[src/rtl/icache_pkg.sv]
package icache_pkg;

  typedef enum logic [2:0] {
    OP_IDLE, OP_FLUSH, OP_UNLOCK, OP_LOCK, OP_READ, OP_WRITE
  } op_e;

  // One action per cycle: flush > unlock-all > lock > request
  function automatic op_e op_select(input logic flush, input logic unlock,
                                    input logic lock, input logic req,
                                    input logic wr);
    if (flush)       return OP_FLUSH;
    else if (unlock) return OP_UNLOCK;
    else if (lock)   return OP_LOCK;
    else if (req)    return wr ? OP_WRITE : OP_READ;
    else             return OP_IDLE;
  endfunction

endpackage

[src/rtl/icache_sector_store.sv]
module icache_sector_store #(
  parameter int NUM_SECTORS = 8,
  parameter int WORDS       = 128,
  parameter int TAG_W       = 9,
  localparam int SEC_W      = $clog2(NUM_SECTORS),
  localparam int OFF_W      = $clog2(WORDS)
) (
  input  logic                         clk,
  input  logic                         rst_n,
  input  logic                         flush,
  input  logic                         unlock_all,
  input  logic                         lock_en,
  input  logic [SEC_W-1:0]             lock_idx,
  input  logic                         tag_ld_en,
  input  logic [SEC_W-1:0]             tag_ld_idx,
  input  logic [TAG_W-1:0]             tag_ld_val,
  input  logic                         vset_en,
  input  logic [SEC_W-1:0]             vset_idx,
  input  logic [OFF_W-1:0]             vset_word,
  output logic [NUM_SECTORS*TAG_W-1:0] tag_flat,
  output logic [NUM_SECTORS*WORDS-1:0] valid_flat,
  output logic [NUM_SECTORS-1:0]       lock_vec
);

  for (genvar s = 0; s < NUM_SECTORS; s++) begin : g_sec
    logic [TAG_W-1:0] tag_q;
    logic [WORDS-1:0] vld_q;
    logic             lck_q;

    always_ff @(posedge clk or negedge rst_n) begin
      if (!rst_n) begin
        tag_q <= TAG_W'(s);
        vld_q <= '0;
        lck_q <= 1'b0;
      end else if (flush) begin
        tag_q <= TAG_W'(s);
        vld_q <= '0;
        lck_q <= 1'b0;
      end else begin
        if (tag_ld_en && tag_ld_idx == SEC_W'(s)) begin
          tag_q <= tag_ld_val;
          vld_q <= '0;
        end else if (vset_en && vset_idx == SEC_W'(s)) begin
          vld_q[vset_word] <= 1'b1;
        end
        if (unlock_all)
          lck_q <= 1'b0;
        else if (lock_en && lock_idx == SEC_W'(s))
          lck_q <= 1'b1;
      end
    end

    assign tag_flat[s*TAG_W +: TAG_W]   = tag_q;
    assign valid_flat[s*WORDS +: WORDS] = vld_q;
    assign lock_vec[s]                  = lck_q;
  end

endmodule

[src/rtl/icache_match.sv]
module icache_match #(
  parameter int NUM_SECTORS = 8,
  parameter int WORDS       = 128,
  parameter int TAG_W       = 9,
  localparam int SEC_W      = $clog2(NUM_SECTORS),
  localparam int OFF_W      = $clog2(WORDS)
) (
  input  logic [NUM_SECTORS*TAG_W-1:0] tag_flat,
  input  logic [NUM_SECTORS*WORDS-1:0] valid_flat,
  input  logic [TAG_W-1:0]             lk_tag,
  input  logic [OFF_W-1:0]             lk_word,
  output logic [NUM_SECTORS-1:0]       match_vec,
  output logic                         match_any,
  output logic [SEC_W-1:0]             match_idx,
  output logic                         word_valid
);

  for (genvar s = 0; s < NUM_SECTORS; s++) begin : g_cmp
    assign match_vec[s] = (tag_flat[s*TAG_W +: TAG_W] == lk_tag);
  end

  assign match_any = |match_vec;

  always_comb begin
    match_idx  = '0;
    word_valid = 1'b0;
    for (int s = 0; s < NUM_SECTORS; s++) begin
      if (match_vec[s]) begin
        match_idx  = SEC_W'(s);
        word_valid = valid_flat[s*WORDS + int'(lk_word)];
      end
    end
  end

endmodule

[src/rtl/icache_lru.sv]
module icache_lru #(
  parameter int NUM_SECTORS = 8,
  localparam int SEC_W      = $clog2(NUM_SECTORS)
) (
  input  logic                         clk,
  input  logic                         rst_n,
  input  logic                         flush,
  input  logic                         touch_en,
  input  logic [SEC_W-1:0]             touch_idx,
  input  logic [NUM_SECTORS-1:0]       lock_vec,
  output logic [SEC_W-1:0]             victim_idx,
  output logic                         victim_ok,
  output logic [NUM_SECTORS*SEC_W-1:0] lru_flat
);

  // position 0 = most recent, position NUM_SECTORS-1 = least recent
  logic [SEC_W-1:0] ord_q [NUM_SECTORS];
  logic [SEC_W-1:0] ord_d [NUM_SECTORS];

  function automatic logic [SEC_W-1:0] default_entry(input int pos);
    return SEC_W'(NUM_SECTORS - 1 - pos);
  endfunction

  always_comb begin
    int pos;
    pos = NUM_SECTORS - 1;
    for (int k = 0; k < NUM_SECTORS; k++)
      if (ord_q[k] == touch_idx) pos = k;
    for (int k = 0; k < NUM_SECTORS; k++)
      ord_d[k] = ord_q[k];
    if (touch_en) begin
      ord_d[0] = touch_idx;
      for (int k = 1; k < NUM_SECTORS; k++)
        if (k <= pos) ord_d[k] = ord_q[k-1];
    end
  end

  always_ff @(posedge clk or negedge rst_n) begin
    if (!rst_n) begin
      for (int k = 0; k < NUM_SECTORS; k++) ord_q[k] <= default_entry(k);
    end else if (flush) begin
      for (int k = 0; k < NUM_SECTORS; k++) ord_q[k] <= default_entry(k);
    end else begin
      for (int k = 0; k < NUM_SECTORS; k++) ord_q[k] <= ord_d[k];
    end
  end

  // deepest unlocked entry wins
  always_comb begin
    victim_ok  = 1'b0;
    victim_idx = ord_q[NUM_SECTORS-1];
    for (int k = 0; k < NUM_SECTORS; k++) begin
      if (!lock_vec[ord_q[k]]) begin
        victim_idx = ord_q[k];
        victim_ok  = 1'b1;
      end
    end
  end

  for (genvar k = 0; k < NUM_SECTORS; k++) begin : g_flat
    assign lru_flat[k*SEC_W +: SEC_W] = ord_q[k];
  end

endmodule

[src/rtl/icache_sector_ctrl.sv]
module icache_sector_ctrl #(
  parameter int NUM_SECTORS = 8,
  parameter int WORDS       = 128,
  parameter int ADDR_W      = 16,
  localparam int SEC_W      = $clog2(NUM_SECTORS),
  localparam int OFF_W      = $clog2(WORDS),
  localparam int TAG_W      = ADDR_W - OFF_W
) (
  input  logic              clk,
  input  logic              rst_n,
  input  logic              ram_mode,
  input  logic              req_valid,
  input  logic              req_write,
  input  logic [ADDR_W-1:0] req_addr,
  input  logic              cmd_flush,
  input  logic              cmd_lock,
  input  logic              cmd_unlock_all,
  input  logic [SEC_W-1:0]  cmd_sector,
  output logic              resp_valid,
  output logic              resp_hit,
  output logic [SEC_W-1:0]  resp_sector,
  output logic              resp_noalloc
);
  import icache_pkg::*;

  function automatic logic [TAG_W-1:0] tag_of(input logic [ADDR_W-1:0] a);
    return TAG_W'(a >> OFF_W);
  endfunction
  function automatic logic [OFF_W-1:0] word_of(input logic [ADDR_W-1:0] a);
    return OFF_W'(a);
  endfunction
  function automatic logic [SEC_W-1:0] ram_sector_of(input logic [ADDR_W-1:0] a);
    return SEC_W'(a >> OFF_W);
  endfunction
  function automatic logic in_ram_window(input logic [ADDR_W-1:0] a);
    return (a >> (OFF_W + SEC_W)) == '0;
  endfunction

  op_e                         op;
  logic [TAG_W-1:0]            lk_tag;
  logic [OFF_W-1:0]            lk_word;
  logic [NUM_SECTORS*TAG_W-1:0] tag_flat;
  logic [NUM_SECTORS*WORDS-1:0] valid_flat;
  logic [NUM_SECTORS-1:0]      lock_vec;
  logic [NUM_SECTORS-1:0]      match_vec;
  logic                        match_any, word_valid;
  logic [SEC_W-1:0]            match_idx;
  logic [SEC_W-1:0]            victim_idx;
  logic                        victim_ok;
  logic [NUM_SECTORS*SEC_W-1:0] lru_flat;

  logic                        touch_en, tag_ld_en, vset_en;
  logic [SEC_W-1:0]            touch_idx, vset_idx;
  logic                        ev_hit, ev_partial, ev_alloc, ev_noalloc;
  logic                        rsp_hit_d;
  logic [SEC_W-1:0]            rsp_sec_d;

  assign op      = op_select(cmd_flush, cmd_unlock_all, cmd_lock, req_valid, req_write);
  assign lk_tag  = tag_of(req_addr);
  assign lk_word = word_of(req_addr);

  always_comb begin
    touch_en   = 1'b0;
    touch_idx  = match_idx;
    tag_ld_en  = 1'b0;
    vset_en    = 1'b0;
    vset_idx   = match_idx;
    ev_hit     = 1'b0;
    ev_partial = 1'b0;
    ev_alloc   = 1'b0;
    ev_noalloc = 1'b0;
    rsp_hit_d  = 1'b0;
    rsp_sec_d  = '0;
    case (op)
      OP_READ: begin
        if (ram_mode) begin
          rsp_hit_d = 1'b1;
          rsp_sec_d = ram_sector_of(req_addr);
        end else if (match_any && word_valid) begin
          ev_hit    = 1'b1;
          touch_en  = 1'b1;
          rsp_hit_d = 1'b1;
          rsp_sec_d = match_idx;
        end else if (match_any) begin
          ev_partial = 1'b1;
          touch_en   = 1'b1;
          rsp_sec_d  = match_idx;
        end else if (victim_ok) begin
          ev_alloc  = 1'b1;
          tag_ld_en = 1'b1;
          touch_en  = 1'b1;
          touch_idx = victim_idx;
          rsp_sec_d = victim_idx;
        end else begin
          ev_noalloc = 1'b1;
        end
      end
      OP_WRITE: begin
        if (ram_mode) begin
          vset_en  = in_ram_window(req_addr);
          vset_idx = ram_sector_of(req_addr);
        end else begin
          vset_en  = match_any;
        end
      end
      default: ;
    endcase
  end

  icache_sector_store #(.NUM_SECTORS(NUM_SECTORS), .WORDS(WORDS), .TAG_W(TAG_W)) u_store (
    .clk        (clk),
    .rst_n      (rst_n),
    .flush      (op == OP_FLUSH),
    .unlock_all (op == OP_UNLOCK),
    .lock_en    (op == OP_LOCK),
    .lock_idx   (cmd_sector),
    .tag_ld_en  (tag_ld_en),
    .tag_ld_idx (victim_idx),
    .tag_ld_val (lk_tag),
    .vset_en    (vset_en),
    .vset_idx   (vset_idx),
    .vset_word  (lk_word),
    .tag_flat   (tag_flat),
    .valid_flat (valid_flat),
    .lock_vec   (lock_vec)
  );

  icache_match #(.NUM_SECTORS(NUM_SECTORS), .WORDS(WORDS), .TAG_W(TAG_W)) u_match (
    .tag_flat   (tag_flat),
    .valid_flat (valid_flat),
    .lk_tag     (lk_tag),
    .lk_word    (lk_word),
    .match_vec  (match_vec),
    .match_any  (match_any),
    .match_idx  (match_idx),
    .word_valid (word_valid)
  );

  icache_lru #(.NUM_SECTORS(NUM_SECTORS)) u_lru (
    .clk        (clk),
    .rst_n      (rst_n),
    .flush      (op == OP_FLUSH),
    .touch_en   (touch_en),
    .touch_idx  (touch_idx),
    .lock_vec   (lock_vec),
    .victim_idx (victim_idx),
    .victim_ok  (victim_ok),
    .lru_flat   (lru_flat)
  );

  always_ff @(posedge clk or negedge rst_n) begin
    if (!rst_n) begin
      resp_valid   <= 1'b0;
      resp_hit     <= 1'b0;
      resp_sector  <= '0;
      resp_noalloc <= 1'b0;
    end else begin
      resp_valid   <= (op == OP_READ);
      resp_hit     <= rsp_hit_d;
      resp_sector  <= rsp_sec_d;
      resp_noalloc <= ev_noalloc;
    end
  end

endmodule

[config.mk]
export PLATFORM = sky130hd
export DESIGN_NAME = icache_sector_ctrl
export DESIGN_NICKNAME = d
export VERILOG_FILES = /design/src/rtl/icache_pkg.sv /design/src/rtl/icache_sector_store.sv /design/src/rtl/icache_match.sv /design/src/rtl/icache_lru.sv /design/src/rtl/icache_sector_ctrl.sv
export SDC_FILE = /design/constraint.sdc
export NUM_CORES = 2
export LEC_CHECK = 0
export ABC_CLOCK_PERIOD_IN_PS = 4600
export BUFFER_PORTS_ARGS = -buffer_cell sky130_fd_sc_hd__buf_2
export CORE_MARGIN = 2
export CORE_UTILIZATION = 65
export CTS_BUF_LIST = sky130_fd_sc_hd__clkbuf_8
export CTS_CLUSTER_SIZE = 25
export DETAILED_ROUTE_END_ITERATION = 10
export HOLD_SLACK_MARGIN = 0.08
export PLACE_DENSITY = 0.8
export SLEW_MARGIN = 20
export SYNTH_ARGS = -nofsm -noshare
export SYNTH_HDL_FRONTEND = slang
export SYNTH_SLANG_ARGS = --single-unit
[constraint.sdc]
create_clock -name clk -period 4.6 [get_ports clk]
set_input_delay 0.46 -clock clk [delete_from_list [all_inputs] [get_ports clk]]
set_output_delay 0.46 -clock clk [all_outputs]
set_load 0.02 [all_outputs]
# Word level (Yosys, flattened, before mapping)
# Cells that the tools add are included.
[totals] ff_bits=1134 in_bits=27 out_inout_bits=6 word_cells=377
[op_classes] n_addsub=7 order_cmp=25 eq_ne=42 mux=189 bitwise_logic=8 n_reduce_logical=70
[op_table] cell="two-way mux 128 bit" count=24
[op_table] cell="bitwise OR 128 bit" count=8
[op_table] cell="< comparator 32 x 12 -> 1 bit, second input constant" count=7
[op_table] cell="two-way mux 32 bit" count=7
[op_table] cell="two-way mux 9 bit" count=16
[op_table] cell="less-or-equal comparator 4 x 32 -> 1 bit, first input constant" count=4
[op_table] cell="two-way mux 3 bit" count=36
[op_table] cell="two-way mux 1 bit" count=85
[op_table] cell="equality test 9 bit" count=8
[op_table] cell="binary-select mux 1 bit (select 10 bit)" count=7
[op_table] cell="less-or-equal comparator 3 x 32 -> 1 bit, first input constant" count=2
[op_table] cell="two-way mux 24 bit" count=2
[op_table] cell="nonzero test 3 bit" count=16
[op_table] cell="adder 10 x 7 -> 11 bit, first input constant" count=4
[op_table] cell="equality test 3 bit, second input constant" count=14
[op_table] cell="less-or-equal comparator 2 x 32 -> 1 bit, first input constant" count=1
[op_table] cell="< comparator 3 x 4 -> 1 bit, second input constant" count=8
[op_table] cell="nonzero test 2 bit" count=16
[op_table] cell="logical AND 1 bit" count=26
[op_table] cell="binary-select mux 1 bit (select 3 bit)" count=8
[op_table] cell="equality test 3 x 2 -> 1 bit, second input constant" count=8
[op_table] cell="equality test 3 bit" count=8
[op_table] cell="adder 9 x 7 -> 10 bit, first input constant" count=2
[op_table] cell="zero test 16 bit" count=1
[op_table] cell="11 further kinds" count=23

# Logic depth before layout (Yosys ltp)
[logic_depth] depth_word=28 ltp_mapped=16 ltp_nobuf=11

# Hierarchy
# A second synthesis with hierarchy kept.
[hier_totals] hier_cells=5017 area_unflattened_um2=54272.1
[modules_own_cells] module="icache_sector_store" instances=1 cells_each=3903 area_each_um2=42070.3 seq_area_each_um2=27641.5
[modules_own_cells] module="icache_match" instances=1 cells_each=817 area_each_um2=9360.2 seq_area_each_um2=0.0
[modules_own_cells] module="icache_lru" instances=1 cells_each=250 area_each_um2=2399.8 seq_area_each_um2=615.6
[modules_own_cells] module="icache_sector_ctrl" instances=1 cells_each=47 area_each_um2=441.7 seq_area_each_um2=150.1

# Least setup slack after synthesis
# OpenSTA, ideal clock, no wires.
[synth_path] path_kind="register to register" startpoint="reg u_lru.ord_q (netlist bit u_lru.lru_flat[18])" endpoint="reg u_lru.ord_q (netlist bit u_lru.lru_flat[15])" setup_time_ps=128 arrival_ps=3530 required_ps=4472 path_slack_ps=942 stages_incl_launch_ff=13 n_path_buf=1 synth_period_minus_slack_ps=3658 path_cell_list="dfstp_2 -> buf_4 -> mux4_2 -> o22ai_2 -> nor2_1 -> a221oi_2 -> a31oi_2 -> o31ai_4 -> xnor2_1 -> or3_4 -> nand4_2 -> o31ai_4 -> mux2_1"
[synth_via] elab_chain_cells=21 elab_cells_between_ends=36 cone_classes="1 x order compare; 8 x eq/ne; 24 x mux; 3 x reduce/logical"
[synth_rtl] item="start: declaration" line="icache_lru.sv:17" source="logic [SEC_W-1:0] ord_q [NUM_SECTORS];"
[synth_rtl] item="binary-select mux 1 bit (select 3 bit)" line="icache_lru.sv:53" source="if (!lock_vec[ord_q[k]]) begin"
[synth_rtl] item="two-way mux 1 bit (not written as such)" line="icache_lru.sv:53"
[synth_rtl] item="two-way mux 3 bit / two-way mux 1 bit (equally long branches) (2 in a row)" line="icache_lru.sv:53"
[synth_rtl] item="two-way mux 3 bit" line="icache_sector_ctrl.sv:88" source="end else if (victim_ok) begin"
[synth_rtl] item="two-way mux 3 bit" line="icache_sector_ctrl.sv:84" source="end else if (match_any) begin"
[synth_rtl] item="two-way mux 3 bit" line="icache_sector_ctrl.sv:79" source="end else if (match_any && word_valid) begin"
[synth_rtl] item="two-way mux 3 bit" line="icache_sector_ctrl.sv:76" source="if (ram_mode) begin"
[synth_rtl] item="two-way mux 3 bit" line="icache_sector_ctrl.sv:74" source="case (op)"
[synth_rtl] item="equality test 3 bit" line="icache_lru.sv:28" source="if (ord_q[k] == touch_idx) pos = k;"
[synth_rtl] item="two-way mux 3 bit" line="icache_lru.sv:28"
[synth_rtl] item="two-way mux 32 bit (7 in a row)" line="icache_lru.sv:28"
[synth_rtl] item="less-or-equal comparator 4 x 32 -> 1 bit" line="icache_lru.sv:34" source="if (k <= pos) ord_d[k] = ord_q[k-1];"
[synth_rtl] item="nonzero test 2 bit (no source line)"
[synth_rtl] item="AND reduction 2 bit (no source line) *"
# Mark *: on every way between the ends. The rest lies on a longest branch, timed or not. The select of a mux whose other input is x is not followed.
# A chain may end at the register's enable or synchronous reset.

# Worst setup path in the final report
[layout_path] startpoint="reg u_lru.ord_q (netlist bit u_lru.lru_flat[6])" endpoint="reg u_store.g_sec[2].vld_q[52]"
[layout_via] elab_chain_cells=16 elab_cells_between_ends=24 cone_classes="1 x eq/ne; 21 x mux; 2 x reduce/logical"
[layout_rtl] item="binary-select mux 1 bit (select 3 bit)" line="icache_lru.sv:53"
[layout_rtl] item="two-way mux 1 bit (not written as such)" line="icache_lru.sv:53"
[layout_rtl] item="two-way mux 1 bit (6 in a row)" line="icache_lru.sv:53"
[layout_rtl] item="two-way mux 1 bit" line="icache_sector_ctrl.sv:88"
[layout_rtl] item="two-way mux 1 bit" line="icache_sector_ctrl.sv:84"
[layout_rtl] item="two-way mux 1 bit" line="icache_sector_ctrl.sv:79"
[layout_rtl] item="two-way mux 1 bit" line="icache_sector_ctrl.sv:76"
[layout_rtl] item="two-way mux 1 bit" line="icache_sector_ctrl.sv:74"
[layout_rtl] item="logical AND 1 bit *" line="icache_sector_store.sv:40" source="if (tag_ld_en && tag_ld_idx == SEC_W'(s)) begin"
[layout_rtl] item="two-way mux 128 bit" line="icache_sector_store.sv:40"
[layout_rtl] item="two-way mux 128 bit" line="icache_sector_store.sv:35" source="end else if (flush) begin"
[layout_rtl] item="end signal: assignment" line="icache_sector_store.sv:37" source="vld_q <= '0;"
[layout_rtl] item="end signal: assignment" line="icache_sector_store.sv:42" source="vld_q <= '0;"
[layout_rtl] item="end signal: indexed assignment" line="icache_sector_store.sv:44" source="vld_q[vset_word] <= 1'b1;"
[layout_rtl] item="end: declaration" line="icache_sector_store.sv:27" source="logic [WORDS-1:0] vld_q;"
# Marks and branches as above.

==> run metrics <==
setup TNS=0 ns; RD Place Congestion=0.9258; worst vdd ir=0.0002486 V; Post-synth top flop=dfrtp_1; pwr/cell area=347.4 nW/um^2; critical path's most frequent cell=nor2b_1; crit path kind=flip-flop to flip-flop; non-filler instance count after layout=6030; CP top delay family=simple AND/OR/NAND/NOR gates; DR vias/cell=6.678; crit path capture type=flip-flop; Rel. slew slack=0.2266; I/O Buffers=32; initial antenna violation count=5; Avg Inst Size Synth=10.71 um^2; Initial DRC Count=5412; area share of the largest cell type after synthesis=0.5355; Hold WC Path Type=input port to flip-flop; Total GRT Usage=0.3614; clock buffer count from CTS=179; Worst EP required=5.31 ns; Slew @ Worst Pin=1.148 ns; largest net degree at the start of global routing=164; clk root buf=clkbuf_8; critical path launch point=u_lru.lru_flat[6]; IO Pins=33; DP Cell Count=5687; status=completed; layout cells sized above 1=0.1663; Critical R2R Launch=u_lru.lru_flat[6]; mapped cell area=51870 um^2; stages on the worst setup path=11; EDFF count, synth=0; first-pass GRT wire length=228.4 mm; CTS max path bufs=3; RSZ-0062 raised after global routing=no; max frequency=233.8 MHz; post-synthesis sequential area ratio=0.5477; clk sinks=1134; Area Overhead vs Synth=10.98%; cell count after synthesis=4841; crit path capture=u_store.g_sec[2].vld_q[52]; global route total overflow=0; worst reg2reg path depth=11; CP Launch Type=flip-flop; vias after detailed routing=40271; final worst path period share=0.9299; hpwl dp=91.48 mm; DRC violations left=0; R2R Path End=u_store.g_sec[2].vld_q[52]; CTS tree=built; Area contributors post-synth=dfrtp_1 (54%), mux4_2 (12%), a21oi_1 (10%); Yosys reg bits=1134; final setup fails=0; max-slew violations=0; r2r setup slk=0.32 ns; Synthesis Warnings=0; CP max stage cell=dfstp_2; Core Rows=103; Die H=286.5 um; asr flop ratio synth=1.000; crit path cell chain=mux4_2 > mux2i_2 > nor2b_1 > nor4b_1 > a221oi_1 > nor2b_1 > o31ai_4 > nor4_2 > or2_4 > buf_12 > nor2_1; Fillers=5261; final worst slack=0.3222 ns; cell taking the most area after synthesis=dfrtp_1; worst-path maximum fanout=58; Worst Skew=0.04924 ns; worst-skew pair later-pin latency=0.85 ns; fin nets=4862; Synth Net Count=4868; H-tree depth=4; Bufs and invs on worst path=1; Avg WL per Cell=24.27 um; WL final=146.3 mm; Data arrival, critical path=4.99 ns; post-place setup slack=0.03146 ns; final antenna-violating net count=0; Pleak=26.04 nW; Yosys cell types=84; Die Wd=286.5 um; Fin. Hold Viols=0; clock-pin transition on the worst setup and hold timing paths=0.06 ns; number of max-cap violations=0; post-layout min period=4.278 ns; CP peak stage delay=0.61 ns; First-pass DRT Iterations=8; Die ar.=82080 um^2; finished layout cell area=57570 um^2; Starting Density=0.6566; Post-DP Area=53630 um^2; vias in the first global route=40481; Core Region=79000 um^2
[per-layer routing]
layer,global-route usage,share of wire,routed length [um],up-vias
li1,-,-,-,16992
met1,0.4843,0.38,55080,20401
met2,0.5498,0.47,68270,2393
met3,0.09165,0.10,15160,485
met4,0.1966,0.053,7820,0
met5,0,0,0,-
[power by group]
group          total, W  internal (W)  switching [W]
logic           0.00117      0.000322       0.000848
clock network   0.00881       0.00475        0.00407
registers        0.0100       0.00999      0.0000205
[Yosys cell counts, types with 3 or more instances]
cell / instances
nor2_1: 1267
dfrtp_1: 1110
a21oi_1: 1046
mux4_2: 272
clkbuf_1: 260
mux2i_1: 179
buf_2: 81
xnor2_1: 68
nand2_1: 59
a22oi_1: 43
nand3_1: 39
buf_1: 34
xor2_1: 27
nor2b_1: 25
dfstp_2: 24
inv_1: 24
o21ai_0: 22
nand4_1: 21
mux2_2: 18
o211ai_1: 16
a211oi_1: 15
nor4_1: 14
buf_4: 11
nor3_1: 11
a31oi_1: 9
nand2b_1: 9
a22o_1: 8
and2_1: 7
a2bb2oi_1: 6
a32oi_1: 6
nand3b_1: 6
o22ai_1: 6
or2_2: 6
or2_1: 5
a21oi_2: 4
and3_1: 4
o31ai_1: 4
a211o_1: 3
a21o_1: 3
a41oi_1: 3
nand3_2: 3
nor3_2: 3
o22a_1: 3
o2bb2ai_1: 3
[worst reg2reg max path, cell delays in order, from the launching register on]
cell and delay, ns:
dfstp_2 0.61, mux4_2 0.55, mux2i_2 0.29, nor2b_1 0.23, nor4b_1 0.08, a221oi_1 0.59, nor2b_1 0.34, o31ai_4 0.15
nor4_2 0.36, or2_4 0.47, buf_12 0.35, nor2_1 0.14
[flip-flops by register name, indices dropped and copies added, names as in the netlist]
signal / count
resp_hit: 1
resp_noalloc: 1
resp_sector: 3
resp_valid: 1
u_lru.lru_flat: 24
u_store.g_sec.lck_q: 8
u_store.g_sec.tag_q: 72
u_store.g_sec.vld_q: 1024
[through the flow]
step                  util  hold WS [ns]  power (W)
finish              0.7287        0.1304    0.02000
detailed placement  0.6789        0.4770    0.01133
global placement    0.6789        0.4678    0.01132
floorplan                -        0.1644    0.01079
global route        0.7286        0.1296    0.02059
CTS                 0.7282       0.08956    0.02005
[cells in the final DEF, fill, tap and decap left out, types with 22 or more instances in the layout]
cell type	n
mux2i_1	179
buf_12	47
buf_4	105
inv_1	82
nand2_1	55
buf_2	28
clkbuf_8	228
a21oi_1	1046
nor2_1	1258
nor2b_1	23
dfstp_2	24
mux4_2	272
a22oi_1	43
xnor2_1	68
o21ai_0	22
xor2_1	27
dfrtp_1	1110
nand3_1	39
[timing repair]
item | 4_1_cts | 5_1_grt
hold buffers | 17 | 0
setup endpoints to repair | 0 | 207
hold endpoints to repair | 105 | 0
resized for setup | 0 | 3
buffers inserted | 0 | 0
[worst min path at each step]
| stage | endpoint | from | cells after the start |
|---|---|---|---|
| 2_1_floorplan | resp_hit | rst_n | 0 |
| 3_3_place_gp | u_store.g_sec[1].vld_q[92] | u_store.g_sec[1].vld_q[92] | 2 |
| 3_5_place_dp | u_store.g_sec[3].vld_q[12] | rst_n | 1 |
| 4_1_cts | u_store.g_sec[7].tag_q[6] | req_addr[13] | 3 |
| 5_1_grt | u_store.g_sec[4].tag_q[6] | req_addr[13] | 3 |
| 6_report | u_store.g_sec[7].tag_q[6] | req_addr[13] | 3 |
[kinds of logic (layout without fill, tap and decap cells)]
| logic type | Yosys count | in the layout | synth area share |
|---|---|---|---|
| AO/OA/AOI/OAI | 1229 | 1229 | 0.1287 |
| XOR/XNOR | 95 | 95 | 0.01604 |
| buffers and inverters | 413 | 546 | 0.03293 |
| flip-flops | 1134 | 1134 | 0.5477 |
| multiplexers | 471 | 471 | 0.1570 |
| other | 0 | 6 | 0 |
| AND/OR/NAND/NOR | 1499 | 1499 | 0.1176 |
[cell type report]
class,count,area (um^2),share of cell area
sequential,1134,28410,0.4935
multi-input combinational,3294,21920,0.3807
clock buffer,228,3138,0.05451
timing repair buffer,201,2096,0.03641
tap,1050,1314,0.02282
clock inverter,92,585.6,0.01017
inverter,25,93.84,0.001630
antenna,6,15.01,0.0002608
Power figures use the tool's default switching activity.
